===== config.mk =====
export PLATFORM = sky130hd
export DESIGN_NAME = exc_ctrl
export DESIGN_NICKNAME = d
export VERILOG_FILES = /design/src/rtl/exc_pkg.sv /design/src/rtl/exc_decode.sv /design/src/rtl/exc_pc_calc.sv /design/src/rtl/exc_vector.sv /design/src/rtl/exc_ctrl.sv
export SDC_FILE = /design/constraint.sdc
export NUM_CORES = 1
export LEC_CHECK = 0
export BUFFER_PORTS_ARGS = -buffer_cell sky130_fd_sc_hd__buf_2
export CAP_MARGIN = 30
export CORE_MARGIN = 3
export CORE_UTILIZATION = 52
export DETAILED_ROUTE_END_ITERATION = 12
export PLACE_DENSITY = 0.89
export SYNTH_ARGS = -nofsm -noshare
export SYNTH_HDL_FRONTEND = slang
export SYNTH_HIERARCHICAL = 1
export SYNTH_SLANG_ARGS = --single-unit

===== constraint.sdc =====
create_clock -name clk_i -period 1.15 [get_ports clk_i]
set_clock_uncertainty 0.05 [all_clocks]
set_input_delay 0 -clock clk_i [delete_from_list [all_inputs] [get_ports clk_i]]
set_output_delay 0 -clock clk_i [all_outputs]
set_load 0.01 [all_outputs]

===== src/rtl/exc_pkg.sv =====
package exc_pkg;
  localparam int CAUSE_W = 5;

  localparam logic [CAUSE_W-1:0] C_RESET   = 5'h01;
  localparam logic [CAUSE_W-1:0] C_BUSERR  = 5'h02;
  localparam logic [CAUSE_W-1:0] C_ALIGN   = 5'h06;
  localparam logic [CAUSE_W-1:0] C_ILLEGAL = 5'h07;
  localparam logic [CAUSE_W-1:0] C_RANGE   = 5'h0B;
  localparam logic [CAUSE_W-1:0] C_SYSCALL = 5'h0C;
  localparam logic [CAUSE_W-1:0] C_FPE     = 5'h0D;
  localparam logic [CAUSE_W-1:0] C_TRAP    = 5'h0E;

  typedef enum logic [2:0] {
    CLS_BAD,    // unrecognised
    CLS_RESET,  // saved PC untouched
    CLS_NEXT,   // saved PC points past the instruction
    CLS_AT,     // saved PC points at the instruction
    CLS_TRAP    // debug halt
  } cls_e;
endpackage


===== src/rtl/exc_decode.sv =====
module exc_decode
  import exc_pkg::*;
#(
  parameter int CW = CAUSE_W
) (
  input  logic [CW-1:0] cause_i,
  output cls_e          cls_o
);
  always_comb begin
    unique case (cause_i)
      C_RESET:                                cls_o = CLS_RESET;
      C_FPE, C_SYSCALL:                       cls_o = CLS_NEXT;
      C_BUSERR, C_ALIGN, C_ILLEGAL, C_RANGE:  cls_o = CLS_AT;
      C_TRAP:                                 cls_o = CLS_TRAP;
      default:                                cls_o = CLS_BAD;
    endcase
  end
endmodule


===== src/rtl/exc_pc_calc.sv =====
module exc_pc_calc
  import exc_pkg::*;
#(
  parameter int XLEN  = 32,
  parameter int ISTEP = 4
) (
  input  cls_e            cls_i,
  input  logic [XLEN-1:0] pc_i,
  input  logic            ds_i,
  output logic            upd_o,
  output logic [XLEN-1:0] epc_o
);
  localparam logic [XLEN-1:0] STEP = XLEN'(ISTEP);

  logic [XLEN-1:0] pc_next, pc_prev;
  assign pc_next = pc_i + STEP;
  assign pc_prev = pc_i - STEP;

  always_comb begin
    upd_o = 1'b0;
    epc_o = pc_i;
    unique case (cls_i)
      CLS_NEXT: begin
        upd_o = 1'b1;
        epc_o = ds_i ? pc_i : pc_next;
      end
      CLS_AT: begin
        upd_o = 1'b1;
        epc_o = ds_i ? pc_prev : pc_i;
      end
      default: ;
    endcase
  end
endmodule


===== src/rtl/exc_vector.sv =====
module exc_vector #(
  parameter int              XLEN      = 32,
  parameter int              CW        = 5,
  parameter int              VEC_SHIFT = 8,
  parameter logic [XLEN-1:0] HIGH_BASE = 32'hF000_0000
) (
  input  logic [CW-1:0]   cause_i,
  input  logic            high_i,
  output logic [XLEN-1:0] addr_o
);
  logic [XLEN-1:0] offs;
  assign offs   = XLEN'(cause_i) << VEC_SHIFT;
  assign addr_o = (high_i ? HIGH_BASE : '0) + offs;
endmodule


===== src/rtl/exc_ctrl.sv =====
module exc_ctrl
  import exc_pkg::*;
#(
  parameter int XLEN    = 32,
  parameter int CW      = CAUSE_W,
  parameter int FO_BIT  = 15,
  parameter int PFX_BIT = 14,
  parameter int DSX_BIT = 13
) (
  input  logic            clk_i,
  input  logic            rst_ni,
  input  logic            exc_req_i,
  input  logic [CW-1:0]   exc_cause_i,
  input  logic [XLEN-1:0] exc_pc_i,
  input  logic            exc_ds_i,
  input  logic            rfe_req_i,
  input  logic [XLEN-1:0] sr_i,
  input  logic            nds_set_i,
  output logic            redirect_o,
  output logic [XLEN-1:0] redirect_pc_o,
  output logic            sr_we_o,
  output logic [XLEN-1:0] sr_wdata_o,
  output logic            halt_o,
  output logic [XLEN-1:0] halt_pc_o,
  output logic            err_o,
  output logic [XLEN-1:0] epc_o,
  output logic [XLEN-1:0] esr_o,
  output logic            nds_o
);
  cls_e            cls;
  logic            epc_upd;
  logic [XLEN-1:0] epc_calc, vec_addr;

  exc_decode #(.CW(CW)) u_dec (.cause_i(exc_cause_i), .cls_o(cls));

  exc_pc_calc #(.XLEN(XLEN)) u_pc (
    .cls_i(cls), .pc_i(exc_pc_i), .ds_i(exc_ds_i),
    .upd_o(epc_upd), .epc_o(epc_calc)
  );

  exc_vector #(.XLEN(XLEN), .CW(CW)) u_vec (
    .cause_i(exc_cause_i), .high_i(sr_i[PFX_BIT]), .addr_o(vec_addr)
  );

  logic do_vec, do_trap, do_bad, do_rfe;
  assign do_vec  = exc_req_i && (cls == CLS_RESET || cls == CLS_NEXT || cls == CLS_AT);
  assign do_trap = exc_req_i && (cls == CLS_TRAP);
  assign do_bad  = exc_req_i && (cls == CLS_BAD);
  assign do_rfe  = rfe_req_i && !exc_req_i;  // entry wins

  logic [XLEN-1:0] sr_entry, sr_ret;
  always_comb begin
    sr_entry          = sr_i;
    sr_entry[DSX_BIT] = exc_ds_i;
    sr_ret            = esr_o;
    sr_ret[FO_BIT]    = 1'b1;
  end

  always_ff @(posedge clk_i or negedge rst_ni) begin
    if (!rst_ni) begin
      redirect_o    <= 1'b0;
      redirect_pc_o <= '0;
      sr_we_o       <= 1'b0;
      sr_wdata_o    <= '0;
      halt_o        <= 1'b0;
      halt_pc_o     <= '0;
      err_o         <= 1'b0;
      epc_o         <= '0;
      esr_o         <= '0;
      nds_o         <= 1'b0;
    end else begin
      redirect_o <= do_vec || do_rfe;
      sr_we_o    <= do_vec || do_rfe;
      halt_o     <= do_trap;
      err_o      <= do_bad;
      if (do_vec) begin
        redirect_pc_o <= vec_addr;
        sr_wdata_o    <= sr_entry;
        esr_o         <= sr_i;
        if (epc_upd) epc_o <= epc_calc;
      end else if (do_rfe) begin
        redirect_pc_o <= epc_o;
        sr_wdata_o    <= sr_ret;
      end
      if (do_trap) halt_pc_o <= exc_pc_i;
      if (do_vec || do_rfe) nds_o <= 1'b0;
      else if (nds_set_i)   nds_o <= 1'b1;
    end
  end
endmodule


== After elaboration in Yosys (flattened, before gate mapping) ==
Memories as Yosys holds them, arrays and structs flattened.
Index checks and enable logic that the tools add are counted.
Storage, ports and cells
  register bits after elaboration: 164
  bits in read-only memories: 48
  bits of input ports: 75
  output and inout bits: 165
  memories kept: 1
Memory list
  (name not given): words 16, width 3, read ports 1, clocked after memory_dff 0, write ports 0, RTL line exc_decode.sv:10  | unique case (cause_i)
Operators by class
  add/sub/neg operators: 3
  eq/ne operators: 4
  muxes and demuxes: 12
  reductions and logical operators: 13
Operators by type and width (count)
  2-to-1 mux 32 bit: 7
  case mux 32 bit (2 select lines): 1
  adder 32 x 13 -> 32 bit: 1
  adder 32 x 3 -> 32 bit, second input constant: 1
  subtractor 32 x 3 -> 32 bit, second input constant: 1
  == test 3 x 2 -> 1 bit, second input constant: 2
  logical AND 1 bit: 4
  nonzero test 2 bit: 2
  == test 3 x 1 -> 1 bit, second input constant: 1
  == test 3 bit, second input constant: 1
  logical NOT 3 bit: 1
  logical OR 1 bit: 3
  2-to-1 mux 1 bit: 3
  2-to-1 mux 3 bit: 1
  AND reduction 2 bit: 1
  OR reduction 2 bit: 1
  logical NOT 1 bit: 1

== Longest topological paths before layout ==
An unclocked memory read counts as a cell.
  word-level depth: 8
  gate-level depth with buffers: 12
  gate-level depth less buffers: 12

== Modules after synthesis ==
The synthesis kept the hierarchy.
Modules (own cells, without submodules)
  exc_ctrl: times used 1, cells each 498, area an instance 6513.7 µm²
  exc_pc_calc: times used 1, cells each 181, area an instance 1262.5 µm²
  exc_vector: times used 1, cells each 33, area an instance 244.0 µm²
  exc_decode: times used 1, cells each 12, area an instance 96.3 µm²

== Least setup slack after synthesis ==
OpenSTA, ideal clock, no wires.
  kind: input-to-reg
  start point: in exc_cause_i[0]
  end point: reg epc_o[24]
  library setup time: 0.125 ns
  arrival: 2.356 ns
  required time: 0.975 ns
  setup slack: -1.381 ns
  stages on the path: 11
  buffers on the path: 0
  cells stage by stage: inv_1 -> ha_1 -> nor2b_1 -> a211oi_1 -> a211oi_1 -> or3b_4 -> or2_1 -> or4_4 -> a21boi_4 -> xnor2_2 -> mux2_2
RTL lines
  start: declaration: RTL line exc_ctrl.sv:13  | input logic [CW-1:0] exc_cause_i,
  memory read (16 x 3 bit) (*)
  2-to-1 mux 3 bit (*): RTL line exc_decode.sv:10
  via cls[1]: RTL line exc_ctrl.sv:30  | cls_e cls;
  == test 3 x 2 -> 1 bit: RTL line exc_pc_calc.sv:22  | unique case (cls_i)
  case mux 32 bit (2 select lines) (*): RTL line exc_pc_calc.sv:22
  via epc_calc[24]: RTL line exc_ctrl.sv:32  | logic [XLEN-1:0] epc_calc, vec_addr;
  end signal: assignment: RTL line exc_ctrl.sv:80  | if (epc_upd) epc_o <= epc_calc;
  end: declaration: RTL line exc_ctrl.sv:26  | output logic [XLEN-1:0] epc_o,
The timed path passes the listed nets; every way through them passes the cells marked *.
A chain may end at the register's enable or synchronous reset.

== Final worst setup path ==
  start point: in exc_cause_i[0]
  end point: reg epc_o[25]
The elaborated chain is that of the path after synthesis.

==> run_summary.xml <==
<?xml version="1.0" encoding="UTF-8"?>
<metrics>
  <group name="outcome">
    <metric name="run_status" unit="">complete, but fails checks</metric>
    <metric name="violations_in_the_final_reports" unit="">hold timing, setup timing</metric>
  </group>
  <group name="detailed_routing">
    <metric name="num_vias" unit="">8483</metric>
    <metric name="antenna_left" unit="">0</metric>
    <metric name="drcViolationCount" unit="">0</metric>
    <metric name="detail_route.vias_per_cell" unit="">6.09</metric>
    <metric name="drt-pass1-iter-count" unit="">5</metric>
    <metric name="initialDrtViolationCount" unit="">833</metric>
    <metric name="routed_wire_length_per_instance" unit="um">25.4</metric>
    <metric name="wl" unit="mm">35.5</metric>
  </group>
  <group name="timing">
    <metric name="setup_viol_count_final" unit="">164</metric>
    <metric name="hold-worst-slack" unit="ns">-0.0292</metric>
    <metric name="timing_max_transition_violations_final" unit="">0</metric>
    <metric name="post-route-worst-setup-slack" unit="ns">-1.05</metric>
    <metric name="rsz0062_at_grt" unit="">true</metric>
    <metric name="post-route-period-util" unit="">1.91</metric>
    <metric name="timing.fmax" unit="GHz">0.455</metric>
    <metric name="hold_violation_count_in_the_final_report" unit="">20</metric>
    <metric name="finalCriticalPeriod" unit="ns">2.20</metric>
    <metric name="timing.max_slew.rel_slack" unit="">0.619</metric>
    <metric name="worst_pin_slew" unit="ns">0.567</metric>
  </group>
  <group name="synthesis">
    <metric name="async_reset_ff_frac" unit="">1.00</metric>
    <metric name="synthesized_area" unit="mm2">0.00812</metric>
    <metric name="postSynthRegisterBits" unit="">164</metric>
    <metric name="synth-seq-area-share" unit="">0.506</metric>
    <metric name="synthDominantCellAreaShare" unit="">0.506</metric>
    <metric name="synthesis.area_per_instance" unit="um2">11.2</metric>
    <metric name="ys.flop_type" unit="">sky130_fd_sc_hd__dfrtp_1</metric>
    <metric name="synth_warnings" unit="">6</metric>
    <metric name="post_synth_inst_count" unit="">724</metric>
    <metric name="synthTopCellsByArea" unit="">sky130_fd_sc_hd__dfrtp_1 (51%), sky130_fd_sc_hd__mux2_2 (9.0%), sky130_fd_sc_hd__o21ai_0 (4.1%)</metric>
    <metric name="synth_top_cell_by_area" unit="">sky130_fd_sc_hd__dfrtp_1</metric>
    <metric name="synth-edff-count" unit="">0</metric>
    <metric name="synth.distinct_cells" unit="">65</metric>
  </group>
  <group name="floorplan">
    <metric name="std_cell_rows" unit="">45</metric>
    <metric name="core" unit="mm2">0.0153</metric>
    <metric name="start_util" unit="">0.532</metric>
    <metric name="die-area" unit="mm2">0.0171</metric>
    <metric name="pin_count" unit="">240</metric>
    <metric name="die_width" unit="um">131</metric>
    <metric name="die-height" unit="um">131</metric>
  </group>
  <group name="grt">
    <metric name="globalRoute.totalOverflow" unit="">0</metric>
    <metric name="grt_first_pass_wirelength" unit="mm">52.4</metric>
    <metric name="grt_start_max_net_pins" unit="">42</metric>
    <metric name="via_count_of_the_first_global_routing_pass" unit="">9058</metric>
    <metric name="grtUsageTotal" unit="">0.410</metric>
    <metric name="antenna_found_initial" unit="">0</metric>
  </group>
  <group name="placed_design">
    <metric name="port_buffers" unit="">239</metric>
    <metric name="routabilityCongestion" unit="">0.877</metric>
    <metric name="place.detailed.hpwl" unit="mm">17.3</metric>
    <metric name="post-place-ws" unit="ns">-1.61</metric>
  </group>
  <group name="worst_setup_path">
    <metric name="cpPeakStageDelay" unit="ns">0.45</metric>
    <metric name="critPathLaunchType" unit="">primary input</metric>
    <metric name="crit_top_cell" unit="">sky130_fd_sc_hd__a211oi_2</metric>
    <metric name="cpMaxStageDelayCell" unit="">sky130_fd_sc_hd__or3b_4</metric>
    <metric name="reg2reg_setup_slack" unit="ns">0.02</metric>
    <metric name="crit_path_cell_trace" unit="">buf_12 -&gt; inv_12 -&gt; ha_4 -&gt; nor2b_4 -&gt; a211oi_2 -&gt; a211oi_2 -&gt; or3b_4 -&gt; or3_4 -&gt; nor2_4 -&gt; buf_4 -&gt; a31oi_1 -&gt; xnor2_1 -&gt; mux2_4</metric>
    <metric name="crit_type" unit="">in2reg</metric>
    <metric name="worst_setup_path_end_kind" unit="">flop</metric>
    <metric name="setup.worst_path.start" unit="">exc_cause_i[0]</metric>
    <metric name="worst-endpoint-required" unit="ns">1.42</metric>
    <metric name="largest_fanout_on_the_critical_path" unit="">6</metric>
    <metric name="r2r_start" unit="">epc_o[23]</metric>
    <metric name="cp.arrival" unit="ns">2.47</metric>
  </group>
  <group name="finish">
    <metric name="diodes" unit="">0</metric>
    <metric name="area.growth.synth_to_final" unit="%">65.8</metric>
    <metric name="final_core_utilization" unit="">0.882</metric>
    <metric name="final_net_count" unit="">1249</metric>
    <metric name="layout-drive-gt1-share" unit="">0.560</metric>
  </group>
  <group name="min_path">
    <metric name="hold_path.class" unit="">in2async</metric>
  </group>
  <group name="clock_network">
    <metric name="cts_tree" unit="">yes</metric>
    <metric name="cts_inserted_buffers" unit="">17</metric>
    <metric name="root_buffer_master" unit="">sky130_fd_sc_hd__clkbuf_16</metric>
    <metric name="cts_htree_levels" unit="">4</metric>
    <metric name="cts_clock_pin_slew_for_the_worst_setup_and_hold_paths" unit="ns">0.07</metric>
    <metric name="cts.path.max_buffers" unit="">2</metric>
    <metric name="clk_latency" unit="ns">0.44</metric>
    <metric name="cts.sink_count" unit="">164</metric>
  </group>
  <group name="power">
    <metric name="ir_worst_vdd" unit="mV">1.28</metric>
    <metric name="p_per_area" unit="mW/mm2">1630</metric>
    <metric name="total_leakage_power" unit="nW">6.53</metric>
  </group>
  <group name="job">
    <metric name="max_cap_violations" unit="">0</metric>
  </group>
</metrics>
## final cells by class
class                           count  area (um2)
Clock buffer                       18         439
Tap cell                          211         264
Inverter                           39         161
Clock inverter                     14         163
Timing Repair Buffer              487        3890
Fill cell                         591        1800
Multi-Input combinational cell    461        4430
Sequential cell                   164        4110
## layout by cell type, fill, tap and decap left out, types with 4 or more instances in the layout
cell	instances
sky130_fd_sc_hd__inv_6	8
sky130_fd_sc_hd__nand3_2	20
sky130_fd_sc_hd__nor4_4	4
sky130_fd_sc_hd__conb_1	23
sky130_fd_sc_hd__buf_2	235
sky130_fd_sc_hd__buf_16	12
sky130_fd_sc_hd__xor2_1	5
sky130_fd_sc_hd__nor3_4	5
sky130_fd_sc_hd__or3_1	4
sky130_fd_sc_hd__a21oi_2	6
sky130_fd_sc_hd__mux2_4	60
sky130_fd_sc_hd__o21ai_1	18
sky130_fd_sc_hd__buf_12	21
sky130_fd_sc_hd__xnor2_1	24
sky130_fd_sc_hd__mux2_2	5
sky130_fd_sc_hd__and2_1	34
sky130_fd_sc_hd__mux2i_1	32
sky130_fd_sc_hd__nand4_1	8
sky130_fd_sc_hd__nand2_1	11
sky130_fd_sc_hd__clkbuf_16	17
sky130_fd_sc_hd__nor3_1	6
sky130_fd_sc_hd__dfrtp_1	162
sky130_fd_sc_hd__o21ai_2	49
sky130_fd_sc_hd__buf_4	114
sky130_fd_sc_hd__nand3_4	14
sky130_fd_sc_hd__buf_8	4
sky130_fd_sc_hd__buf_6	30
sky130_fd_sc_hd__dlygate4sd3_1	71
sky130_fd_sc_hd__inv_1	36
sky130_fd_sc_hd__nor2_4	4
sky130_fd_sc_hd__and3_1	6
sky130_fd_sc_hd__a221o_1	32
sky130_fd_sc_hd__nor2_1	17
## cell families (layout without fill, tap and decap cells)
group | count (synthesis) | in the layout | share of synthesized area
xor+xnor | 31 | 31 | 0.0344
simple gates | 174 | 174 | 0.130
mux | 97 | 97 | 0.130
buf+inv | 121 | 558 | 0.0815
other cells | 1 | 23 | 0.000462
flops | 164 | 164 | 0.506
compound gates | 132 | 132 | 0.112
fa+ha+maj | 4 | 4 | 0.00617
## critical path: cells and delay by family
kind | cells | cell delay [ns]
multiplexers | 1 | 0.30
buffers and inverters | 3 | 0.31
adder cells (fa/ha/maj) | 1 | 0.11
AND/OR/NAND/NOR | 4 | 1.21
XOR/XNOR | 1 | 0.17
AO/OA/AOI/OAI | 3 | 0.34
## synth_stat cells, types with 5 or more instances
| cell type | count |
|---|---|
| sky130_fd_sc_hd__or3_1 | 5 |
| sky130_fd_sc_hd__and3_1 | 6 |
| sky130_fd_sc_hd__nor2b_1 | 5 |
| sky130_fd_sc_hd__nand4_1 | 8 |
| sky130_fd_sc_hd__buf_4 | 36 |
| sky130_fd_sc_hd__xnor2_1 | 25 |
| sky130_fd_sc_hd__mux2_2 | 65 |
| sky130_fd_sc_hd__and2_1 | 35 |
| sky130_fd_sc_hd__mux2i_1 | 32 |
| sky130_fd_sc_hd__dfrtp_1 | 164 |
| sky130_fd_sc_hd__xor2_1 | 5 |
| sky130_fd_sc_hd__nand2_1 | 12 |
| sky130_fd_sc_hd__nor2_1 | 21 |
| sky130_fd_sc_hd__nand3_1 | 37 |
| sky130_fd_sc_hd__nor3_1 | 11 |
| sky130_fd_sc_hd__buf_2 | 14 |
| sky130_fd_sc_hd__a221o_1 | 32 |
| sky130_fd_sc_hd__a21oi_1 | 9 |
| sky130_fd_sc_hd__inv_1 | 38 |
| sky130_fd_sc_hd__o21ai_0 | 67 |
| sky130_fd_sc_hd__clkbuf_1 | 22 |
| sky130_fd_sc_hd__nor4_1 | 7 |
| sky130_fd_sc_hd__buf_6 | 6 |
## flip-flops by register name, indices dropped and copies added, names as in the netlist
register	count
redirect_pc_o	32
err_o	1
halt_pc_o	32
nds_o	1
epc_o	32
esr_o	32
halt_o	1
sr_we_o	1
sr_wdata_o	32
## path summary, 6_finish.rpt
check                               endpoint  depth (start not counted)
max                                epc_o[25]                         13
min                           sr_wdata_o[20]                          2
max reg2reg                redirect_pc_o[23]                          2
min reg2reg                            nds_o                          1
max in group asynchronous          epc_o[13]                          3
min in group clk_i             halt_pc_o[18]                          4
## layer usage
metal  track usage  up-vias  wire (um)
met2         0.697      666      17600
met5             0        -          0
li1              -     3431          -
met3         0.106      241       2890
met1         0.457     4145      12300
met4         0.260        0       2690
## report_power, final
group / switching (mW) / total [mW] / internal (mW)
logic: 3.63 / 7.25 / 3.62
registers: 1.39 / 8.66 / 7.27
clock network: 2.65 / 5.98 / 3.33
total: 7.68 / 21.9 / 14.2
## what timing repair did
action / CTS / global route
buffers inserted: 45 / 6
resized for setup: 214 / 18
hold buffers: 71 / 0
hold endpoints to repair: 273 / 0
setup endpoints to repair: 165 / 166
pin swaps: 65 / 13
gates cloned: 13 / 0
## metrics by stage
step                      hold WS, ns  std cells  instance area [um2]  power, mW  TNS [ns]
after floorplan                -0.346        746                 8640       11.2    -96.74
after global placement         -0.151       1229                10500       13.8   -159.69
after detailed placement       -0.151       1229                10500       14.1   -168.65
after CTS                     -0.0431       1389                13300       21.2   -106.02
after global routing          0.00332       1394                13500       22.7   -130.16
final                         -0.0292       1394                13500       21.9   -118.42
No activity file was read; power rests on OpenSTA's default activity.
